$ cat config.mk
export PLATFORM = sky130hd
export DESIGN_NAME = irq_steer_bank
export DESIGN_NICKNAME = d
export VERILOG_FILES = /design/src/rtl/irq_steer_pkg.sv /design/src/rtl/irq_steer_decode.sv /design/src/rtl/irq_steer_src.sv /design/src/rtl/irq_steer_arb.sv /design/src/rtl/irq_steer_bank.sv
export SDC_FILE = /design/constraint.sdc
export NUM_CORES = 1
export LEC_CHECK = 0
export BUFFER_PORTS_ARGS = -buffer_cell sky130_fd_sc_hd__clkbuf_2
export CORE_MARGIN = 3
export CORE_UTILIZATION = 30
export CTS_BUF_LIST = sky130_fd_sc_hd__clkbuf_4 sky130_fd_sc_hd__clkbuf_8 sky130_fd_sc_hd__clkbuf_16
export DETAILED_ROUTE_END_ITERATION = 6
export GPL_ROUTABILITY_DRIVEN = 0
export PLACE_DENSITY_LB_ADDON = 0.08
export SYNTH_ARGS = -nofsm -noshare
export SYNTH_HDL_FRONTEND = slang
export SYNTH_SLANG_ARGS = --single-unit
$ cat constraint.sdc
create_clock -name clk -period 5.9 [get_ports clk]
set_clock_uncertainty 0.2 [all_clocks]
set_input_delay 0.885 -clock clk [delete_from_list [all_inputs] [get_ports clk]]
set_output_delay 0.885 -clock clk [all_outputs]
set_load 0.1 [all_outputs]
$ cat src/rtl/irq_steer_pkg.sv
`timescale 1ns/1ps
package irq_steer_pkg;

    localparam int ADDR_W   = 12;
    localparam int DATA_W   = 64;
    localparam int CPU_W    = 5;
    localparam int VEC_W    = 6;
    localparam int TYPE_W   = 2;

    // field positions in the 64-bit word
    localparam int CPU_LSB  = 8;
    localparam int VEC_LSB  = 0;
    localparam int TYPE_LSB = 16;
    localparam int MASK_BIT = 2;
    localparam int CLR_BIT  = 1;
    localparam int PEND_BIT = 0;

    // region bases
    localparam logic [ADDR_W-1:0] STEER_BASE = 12'h000;
    localparam logic [ADDR_W-1:0] CTRL_BASE  = 12'h100;
    localparam logic [ADDR_W-1:0] VREG_ADDR  = 12'h200;
    localparam logic [ADDR_W-1:0] DISP_BASE  = 12'h300;
    localparam int                SLOT_SHIFT = 3;

    typedef enum logic [2:0] {
        RG_NONE,
        RG_STEER,
        RG_CTRL,
        RG_VREG,
        RG_DISP
    } region_e;

    typedef struct packed {
        logic [CPU_W-1:0] cpu;
        logic [VEC_W-1:0] vec;
    } steer_t;

    typedef struct packed {
        logic mask;
        logic pend;
    } ctrl_t;

    typedef struct packed {
        logic [TYPE_W-1:0] kind;
        logic [CPU_W-1:0]  cpu;
        logic [VEC_W-1:0]  vec;
    } ipi_t;

    function automatic steer_t steer_from_word(input logic [DATA_W-1:0] w);
        steer_t s;
        s.cpu = w[CPU_LSB +: CPU_W];
        s.vec = w[VEC_LSB +: VEC_W];
        return s;
    endfunction

    function automatic logic [DATA_W-1:0] steer_to_word(input steer_t s);
        logic [DATA_W-1:0] w;
        w = '0;
        w[CPU_LSB +: CPU_W] = s.cpu;
        w[VEC_LSB +: VEC_W] = s.vec;
        return w;
    endfunction

    function automatic logic [DATA_W-1:0] ctrl_to_word(input ctrl_t c);
        logic [DATA_W-1:0] w;
        w = '0;
        w[MASK_BIT] = c.mask;
        w[PEND_BIT] = c.pend;
        return w;
    endfunction

    function automatic ipi_t ipi_from_word(input logic [DATA_W-1:0] w);
        ipi_t p;
        p.kind = w[TYPE_LSB +: TYPE_W];
        p.cpu  = w[CPU_LSB +: CPU_W];
        p.vec  = w[VEC_LSB +: VEC_W];
        return p;
    endfunction

endpackage

$ cat src/rtl/irq_steer_decode.sv
`timescale 1ns/1ps
module irq_steer_decode
    import irq_steer_pkg::*;
#(
    parameter int NUM_SRC    = 16,
    parameter int DISP_SLOTS = 4,
    parameter int IDX_W      = 4
) (
    input  logic [ADDR_W-1:0] addr,
    output region_e           region,
    output logic [IDX_W-1:0]  idx
);
    localparam logic [ADDR_W-1:0] SRC_SPAN  = ADDR_W'(NUM_SRC << SLOT_SHIFT);
    localparam logic [ADDR_W-1:0] DISP_SPAN = ADDR_W'(DISP_SLOTS << SLOT_SHIFT);

    logic [ADDR_W-1:0] rel_steer;
    logic [ADDR_W-1:0] rel_ctrl;
    logic [ADDR_W-1:0] rel_disp;

    always_comb begin
        rel_steer = addr - STEER_BASE;
        rel_ctrl  = addr - CTRL_BASE;
        rel_disp  = addr - DISP_BASE;
        region    = RG_NONE;
        idx       = '0;
        if (rel_steer < SRC_SPAN) begin
            region = RG_STEER;
            idx    = rel_steer[SLOT_SHIFT +: IDX_W];
        end else if (rel_ctrl < SRC_SPAN) begin
            region = RG_CTRL;
            idx    = rel_ctrl[SLOT_SHIFT +: IDX_W];
        end else if (addr == VREG_ADDR) begin
            region = RG_VREG;
        end else if (rel_disp < DISP_SPAN) begin
            region = RG_DISP;
        end
    end

endmodule

$ cat src/rtl/irq_steer_src.sv
`timescale 1ns/1ps
module irq_steer_src
    import irq_steer_pkg::*;
(
    input  logic   clk,
    input  logic   rst,
    input  logic   wr_steer,
    input  steer_t steer_wr,
    input  logic   wr_ctrl,
    input  logic   mask_wr,
    input  logic   clr_wr,
    input  logic   dev_in,
    input  logic   grant,
    output steer_t steer_q,
    output ctrl_t  ctrl_q,
    output logic   owed_q
);
    logic dev_prev;
    logic rise;
    logic sw_clear;

    assign rise     = dev_in & ~dev_prev;
    assign sw_clear = wr_ctrl & clr_wr & ~rise;

    always_ff @(posedge clk) begin
        if (rst) begin
            dev_prev <= 1'b0;
            steer_q  <= '0;
            ctrl_q   <= '0;
            owed_q   <= 1'b0;
        end else begin
            dev_prev <= dev_in;
            if (wr_steer)
                steer_q <= steer_wr;
            if (wr_ctrl)
                ctrl_q.mask <= mask_wr;
            // a device edge beats a software clear in the same cycle
            if (rise)
                ctrl_q.pend <= 1'b1;
            else if (sw_clear)
                ctrl_q.pend <= 1'b0;
            if (rise && !ctrl_q.mask)
                owed_q <= 1'b1;
            else if (grant || sw_clear)
                owed_q <= 1'b0;
        end
    end

endmodule

$ cat src/rtl/irq_steer_arb.sv
`timescale 1ns/1ps
module irq_steer_arb #(
    parameter int NUM_SRC = 16,
    parameter int IDX_W   = 4
) (
    input  logic [NUM_SRC-1:0] req,
    output logic [NUM_SRC-1:0] grant,
    output logic               any,
    output logic [IDX_W-1:0]   idx
);
    always_comb begin
        grant = '0;
        any   = 1'b0;
        idx   = '0;
        // scan downward so the lowest requesting index is the last one taken
        for (int i = NUM_SRC - 1; i >= 0; i--) begin
            if (req[i]) begin
                grant = '0;
                grant[i] = 1'b1;
                any   = 1'b1;
                idx   = IDX_W'(i);
            end
        end
    end

endmodule

$ cat src/rtl/irq_steer_bank.sv
`timescale 1ns/1ps
module irq_steer_bank
    import irq_steer_pkg::*;
#(
    parameter int NUM_SRC    = 16,
    parameter int DISP_SLOTS = 4,
    localparam int IDX_W     = (NUM_SRC > 1) ? $clog2(NUM_SRC) : 1
) (
    input  logic                 clk,
    input  logic                 rst,
    input  logic                 bus_req,
    input  logic                 bus_we,
    input  logic [ADDR_W-1:0]    bus_addr,
    input  logic [DATA_W-1:0]    bus_wdata,
    output logic                 bus_ack,
    output logic                 bus_err,
    output logic [DATA_W-1:0]    bus_rdata,
    input  logic [NUM_SRC-1:0]   dev_irq,
    output logic                 irq_valid,
    output logic [IDX_W-1:0]     irq_src,
    output logic [CPU_W-1:0]     irq_cpu,
    output logic [VEC_W-1:0]     irq_vec,
    output logic                 ipi_valid,
    output logic [TYPE_W-1:0]    ipi_type,
    output logic [CPU_W-1:0]     ipi_cpu,
    output logic [VEC_W-1:0]     ipi_vec
);
    region_e            region;
    logic [IDX_W-1:0]   idx;
    logic               wr;
    logic               rd;
    steer_t             steer_wr;
    ipi_t               ipi_wr;
    logic               access_bad;
    logic [DATA_W-1:0]  rd_word;

    steer_t             steer_arr [NUM_SRC];
    ctrl_t              ctrl_arr  [NUM_SRC];
    logic [NUM_SRC-1:0] owed_vec;
    logic [NUM_SRC-1:0] mask_vec;
    logic [NUM_SRC-1:0] grant_vec;
    logic               grant_any;
    logic [IDX_W-1:0]   grant_idx;
    logic [VEC_W-1:0]   vreg_q;

    wire unused_wdata = ^{bus_wdata[DATA_W-1:TYPE_LSB+TYPE_W],
                          bus_wdata[TYPE_LSB-1:CPU_LSB+CPU_W],
                          bus_wdata[CPU_LSB-1:MASK_BIT+1]};

    irq_steer_decode #(
        .NUM_SRC    (NUM_SRC),
        .DISP_SLOTS (DISP_SLOTS),
        .IDX_W      (IDX_W)
    ) decode_i (
        .addr   (bus_addr),
        .region (region),
        .idx    (idx)
    );

    assign wr       = bus_req & bus_we;
    assign rd       = bus_req & ~bus_we;
    assign steer_wr = steer_from_word(bus_wdata);
    assign ipi_wr   = ipi_from_word(bus_wdata);

    generate
        for (genvar g = 0; g < NUM_SRC; g++) begin : g_src
            logic hit;
            assign hit = (idx == IDX_W'(g));
            irq_steer_src src_i (
                .clk      (clk),
                .rst      (rst),
                .wr_steer (wr && region == RG_STEER && hit),
                .steer_wr (steer_wr),
                .wr_ctrl  (wr && region == RG_CTRL && hit),
                .mask_wr  (bus_wdata[MASK_BIT]),
                .clr_wr   (bus_wdata[CLR_BIT]),
                .dev_in   (dev_irq[g]),
                .grant    (grant_vec[g]),
                .steer_q  (steer_arr[g]),
                .ctrl_q   (ctrl_arr[g]),
                .owed_q   (owed_vec[g])
            );
            assign mask_vec[g] = ctrl_arr[g].mask;
        end
    endgenerate

    irq_steer_arb #(
        .NUM_SRC (NUM_SRC),
        .IDX_W   (IDX_W)
    ) arb_i (
        .req   (owed_vec & ~mask_vec),
        .grant (grant_vec),
        .any   (grant_any),
        .idx   (grant_idx)
    );

    always_comb begin
        access_bad = (region == RG_NONE) || (region == RG_DISP && !bus_we);
        unique case (region)
            RG_STEER: rd_word = steer_to_word(steer_arr[idx]);
            RG_CTRL:  rd_word = ctrl_to_word(ctrl_arr[idx]);
            RG_VREG:  rd_word = DATA_W'(vreg_q);
            default:  rd_word = '0;
        endcase
    end

    // bus response
    always_ff @(posedge clk) begin
        if (rst) begin
            bus_ack   <= 1'b0;
            bus_err   <= 1'b0;
            bus_rdata <= '0;
        end else begin
            bus_ack   <= bus_req;
            bus_err   <= bus_req && access_bad;
            bus_rdata <= (rd && !access_bad) ? rd_word : '0;
        end
    end

    // single vector register
    always_ff @(posedge clk) begin
        if (rst)
            vreg_q <= '0;
        else if (wr && region == RG_VREG)
            vreg_q <= bus_wdata[VEC_LSB +: VEC_W];
    end

    // inter-processor interrupt dispatch
    always_ff @(posedge clk) begin
        if (rst) begin
            ipi_valid <= 1'b0;
            ipi_type  <= '0;
            ipi_cpu   <= '0;
            ipi_vec   <= '0;
        end else begin
            ipi_valid <= wr && region == RG_DISP;
            if (wr && region == RG_DISP) begin
                ipi_type <= ipi_wr.kind;
                ipi_cpu  <= ipi_wr.cpu;
                ipi_vec  <= ipi_wr.vec;
            end
        end
    end

    // device interrupt request output
    always_ff @(posedge clk) begin
        if (rst) begin
            irq_valid <= 1'b0;
            irq_src   <= '0;
            irq_cpu   <= '0;
            irq_vec   <= '0;
        end else begin
            irq_valid <= grant_any;
            if (grant_any) begin
                irq_src <= grant_idx;
                irq_cpu <= steer_arr[grant_idx].cpu;
                irq_vec <= steer_arr[grant_idx].vec;
            end
        end
    end

endmodule

==> metrics <==
initial antenna violation count 2; fmax 266 MHz; worst vdd rail ir drop about 0.19 mV; # fillers just under 5000; most frequent cells in the layout 289 x dfxtp_1, 261 x nand2_1, 238 x a21oi_1, 155 x nand3_1, 103 x nor2_1; CP Class in -> reg; Switching Fraction a little under a third; die height around 220 um; Synth Area in XOR/XNOR 0%; vias post-DR 12962; Most used DFF post-synth dfxtp_1; asr flop ratio synth 0%; ratio of final minimum period to clock period 63.8%; Hold WC Path Type reg -> reg; Finished Cell Area roughly 16000 um2; H-tree lvl count 2; Setup Viol. Count Final 0; Post-Synth Adder-Cell Area 0%; vias per cell around 5.5; FF/Latch Area ~5800 um2; largest net degree at the start of global routing between 100 and 150; syn avg cell area roughly 8.3 um2; Antenna Violating Nets Remaining 0; WL/cell around 24 um; Crit path required time just over 6 ns; post-placement cell count 2302; R2R depth 6; kind of start point of the critical path input pin; Simple-Gate Fraction of Synth Area 20.0%; core area 46900 um2; CP Max Fanout 23; gr ovfl total 0; Net Switching approximately 1600 uW; Max clock buf depth 3; Hold Path Stages 2; Setup Buffers After CTS 0; Area Overhead vs Synth 13.5%; Iter 0 DRT Violations around 1100; Starting Density between 30% and 40%; Root Driver clkbuf_16; TritonCTS clock tree built; run status finished clean; DR pass1 iterations 5; Internal Power about 3500 uW; Distinct cells, synth 65; top cell type's share of synthesized area between 40 and 50%; number of global-route vias before repair about 13000; final hold viol count 0; number of hold buffers added after CTS 0; final non-filler cell total approximately 2400; commonest non-fill, non-tap cell in the layout dfxtp_1; setup TNS 0 ns; final design utilization 34.7%; drt drc 0; Syn. warnings 0; worst slew pin tran 1.18 ns; Syn Inst Count 1730; std cell rows a little under 80; proportion of synthesized area in mux cells around an eighth; Static Leak 0.00604 uW; Synth area leader dfxtp_1; Post-Synthesis Cell Area between 10000 and 15000 um2; #FFs+latches synth approximately 290; part of the power in registers approximately two fifths; number of synthesized flops with an enable pin 0; Rel. slew slack about a fifth; maxcap violations 0; post-DP HPWL about 37000 um; WP data arrival slightly below 4 ns; PwrDens between 300 and 400 nW/um2; top post-synthesis cells by area dfxtp_1 40%, a21oi_1 8.3%, nand2_1 6.8%; dpl cell area about 15000 um2; gr usage total approximately 22%; final WL ~58000 um; first-pass GRT wire length 85000 um; clk_lat worst skew roughly 0.55 ns; Post-CTS Resized 0; PortBufs slightly below 90; Clock Power Share between 40% and 50%; nets@finish between 1500 and 2000; Die Footprint a little over 50000 um2; RSZ-0062 raised after global routing no; Gate power share ~16%; register area share after synthesis between 40% and 50%; Min Clock Period, post-route between 3 and 4 ns; Slew Limit Fails 0; Chip Width around 220 um; Multi-input gate area 7740 um2; layout cells sized above 1 14.6%; CP Capture Type register; compound-gate portion of the synthesized area roughly a fifth; main combinational cell family by area after synthesis simple AND/OR/NAND/NOR gates; io pins 192; CTS Buf Count 37; Reg clk slew, reported paths roughly 0.060 ns; Clock Sink Count slightly below 300
## registers in the layout, indices dropped and copies added, names as in the netlist
name and count:
irq_vec 6, irq_cpu 5, irq_src 4, bus_rdata 11, ipi_vec 6, g_src.src_i.owed_q 16, ipi_cpu 5, g_src.src_i.dev_prev 16
ipi_valid 1, g_src.src_i.steer_q 176, bus_ack 1, vreg_q 6, g_src.src_i.ctrl_q 32, bus_err 1, ipi_type 2, irq_valid 1
## cells by family after synthesis
group	after synthesis
compound gates	449
mux	141
buf+inv	222
other cells	1
flops	289
simple gates	628
## path summary, 6_finish.rpt
check,end,startpoint,slack (ns)
max,g_src[15].src_i.steer_q[1],bus_addr[7],2.14
max reg2reg,irq_cpu[3],g_src[0].src_i.ctrl_q[1],2.14
min reg2reg,irq_src[1],irq_src[1],0.26
min,irq_src[1],irq_src[1],0.26
## final cells by class
class	instances	area share, %
timing repair buffer	121	4.40
sequential	289	35.6
inverter	14	0.323
clock inverter	5	0.177
antenna	1	0.0154
tap	607	4.67
multi-input combinational	1271	47.6
clock buffer	57	7.18
## stage by stage
step / power, uW / setup WS [ns] / hold WS, ns
floorplan: 2700 / 2.96 / 0.219
global placement: 2880 / 1.75 / 0.247
detailed placement: 2880 / 1.66 / 0.253
CTS: 5150 / 2.21 / 0.261
global route: 5260 / 2.02 / 0.285
finish: 5090 / 2.14 / 0.258
## layer usage
layer | global-route usage, % | part of all wire, %
met5 | 0 | 0.047
met1 | 30.6 | 44
met2 | 35.7 | 46
met3 | 2.94 | 5.3
met4 | 10.3 | 4.4
## power groups by stage
stage	clock network [uW]	registers (uW)	logic (uW)
2_1_floorplan	0	2160	535
3_3_place_gp	0	2060	819
3_5_place_dp	0	2060	818
4_1_cts	2320	2020	819
5_1_grt	2380	2020	862
6_report	2260	2020	820
## synthesized netlist by cell type (2+ instances only)
library cell,n
dfxtp_1,289
nand2_1,261
a21oi_1,238
nand3_1,155
clkbuf_1,111
nor2_1,107
mux2i_1,95
buf_4,58
o21ai_0,48
o22ai_1,42
mux4_2,35
nor2b_1,34
buf_2,27
nand2b_1,26
a211oi_1,21
inv_1,14
o221ai_1,14
a22oi_1,11
buf_1,10
a22o_1,9
mux2_2,9
nor3_1,9
a221oi_1,8
o21ai_1,8
a31o_1,7
a21o_1,6
and3_1,6
o211ai_1,6
o21a_1,5
nor2_2,4
o311ai_1,4
a221o_1,3
a31oi_1,3
nand4_1,3
nor4_1,3
or2_1,3
a2111oi_0,2
and2b_1,2
buf_6,2
mux4_1,2
nor2b_2,2
o21ai_2,2
o31ai_1,2
o41ai_1,2
or4_1,2
## critical path: stages
cell and delay, ns:
clkbuf_2 0.11, or4_1 0.66, nor2_2 0.38, nand3_2 0.29, nor3_4 0.46, buf_4 0.41
nand2_1 0.43, nand2_1 0.19, a21oi_1 0.08
(Power assumes the default switching activity.)
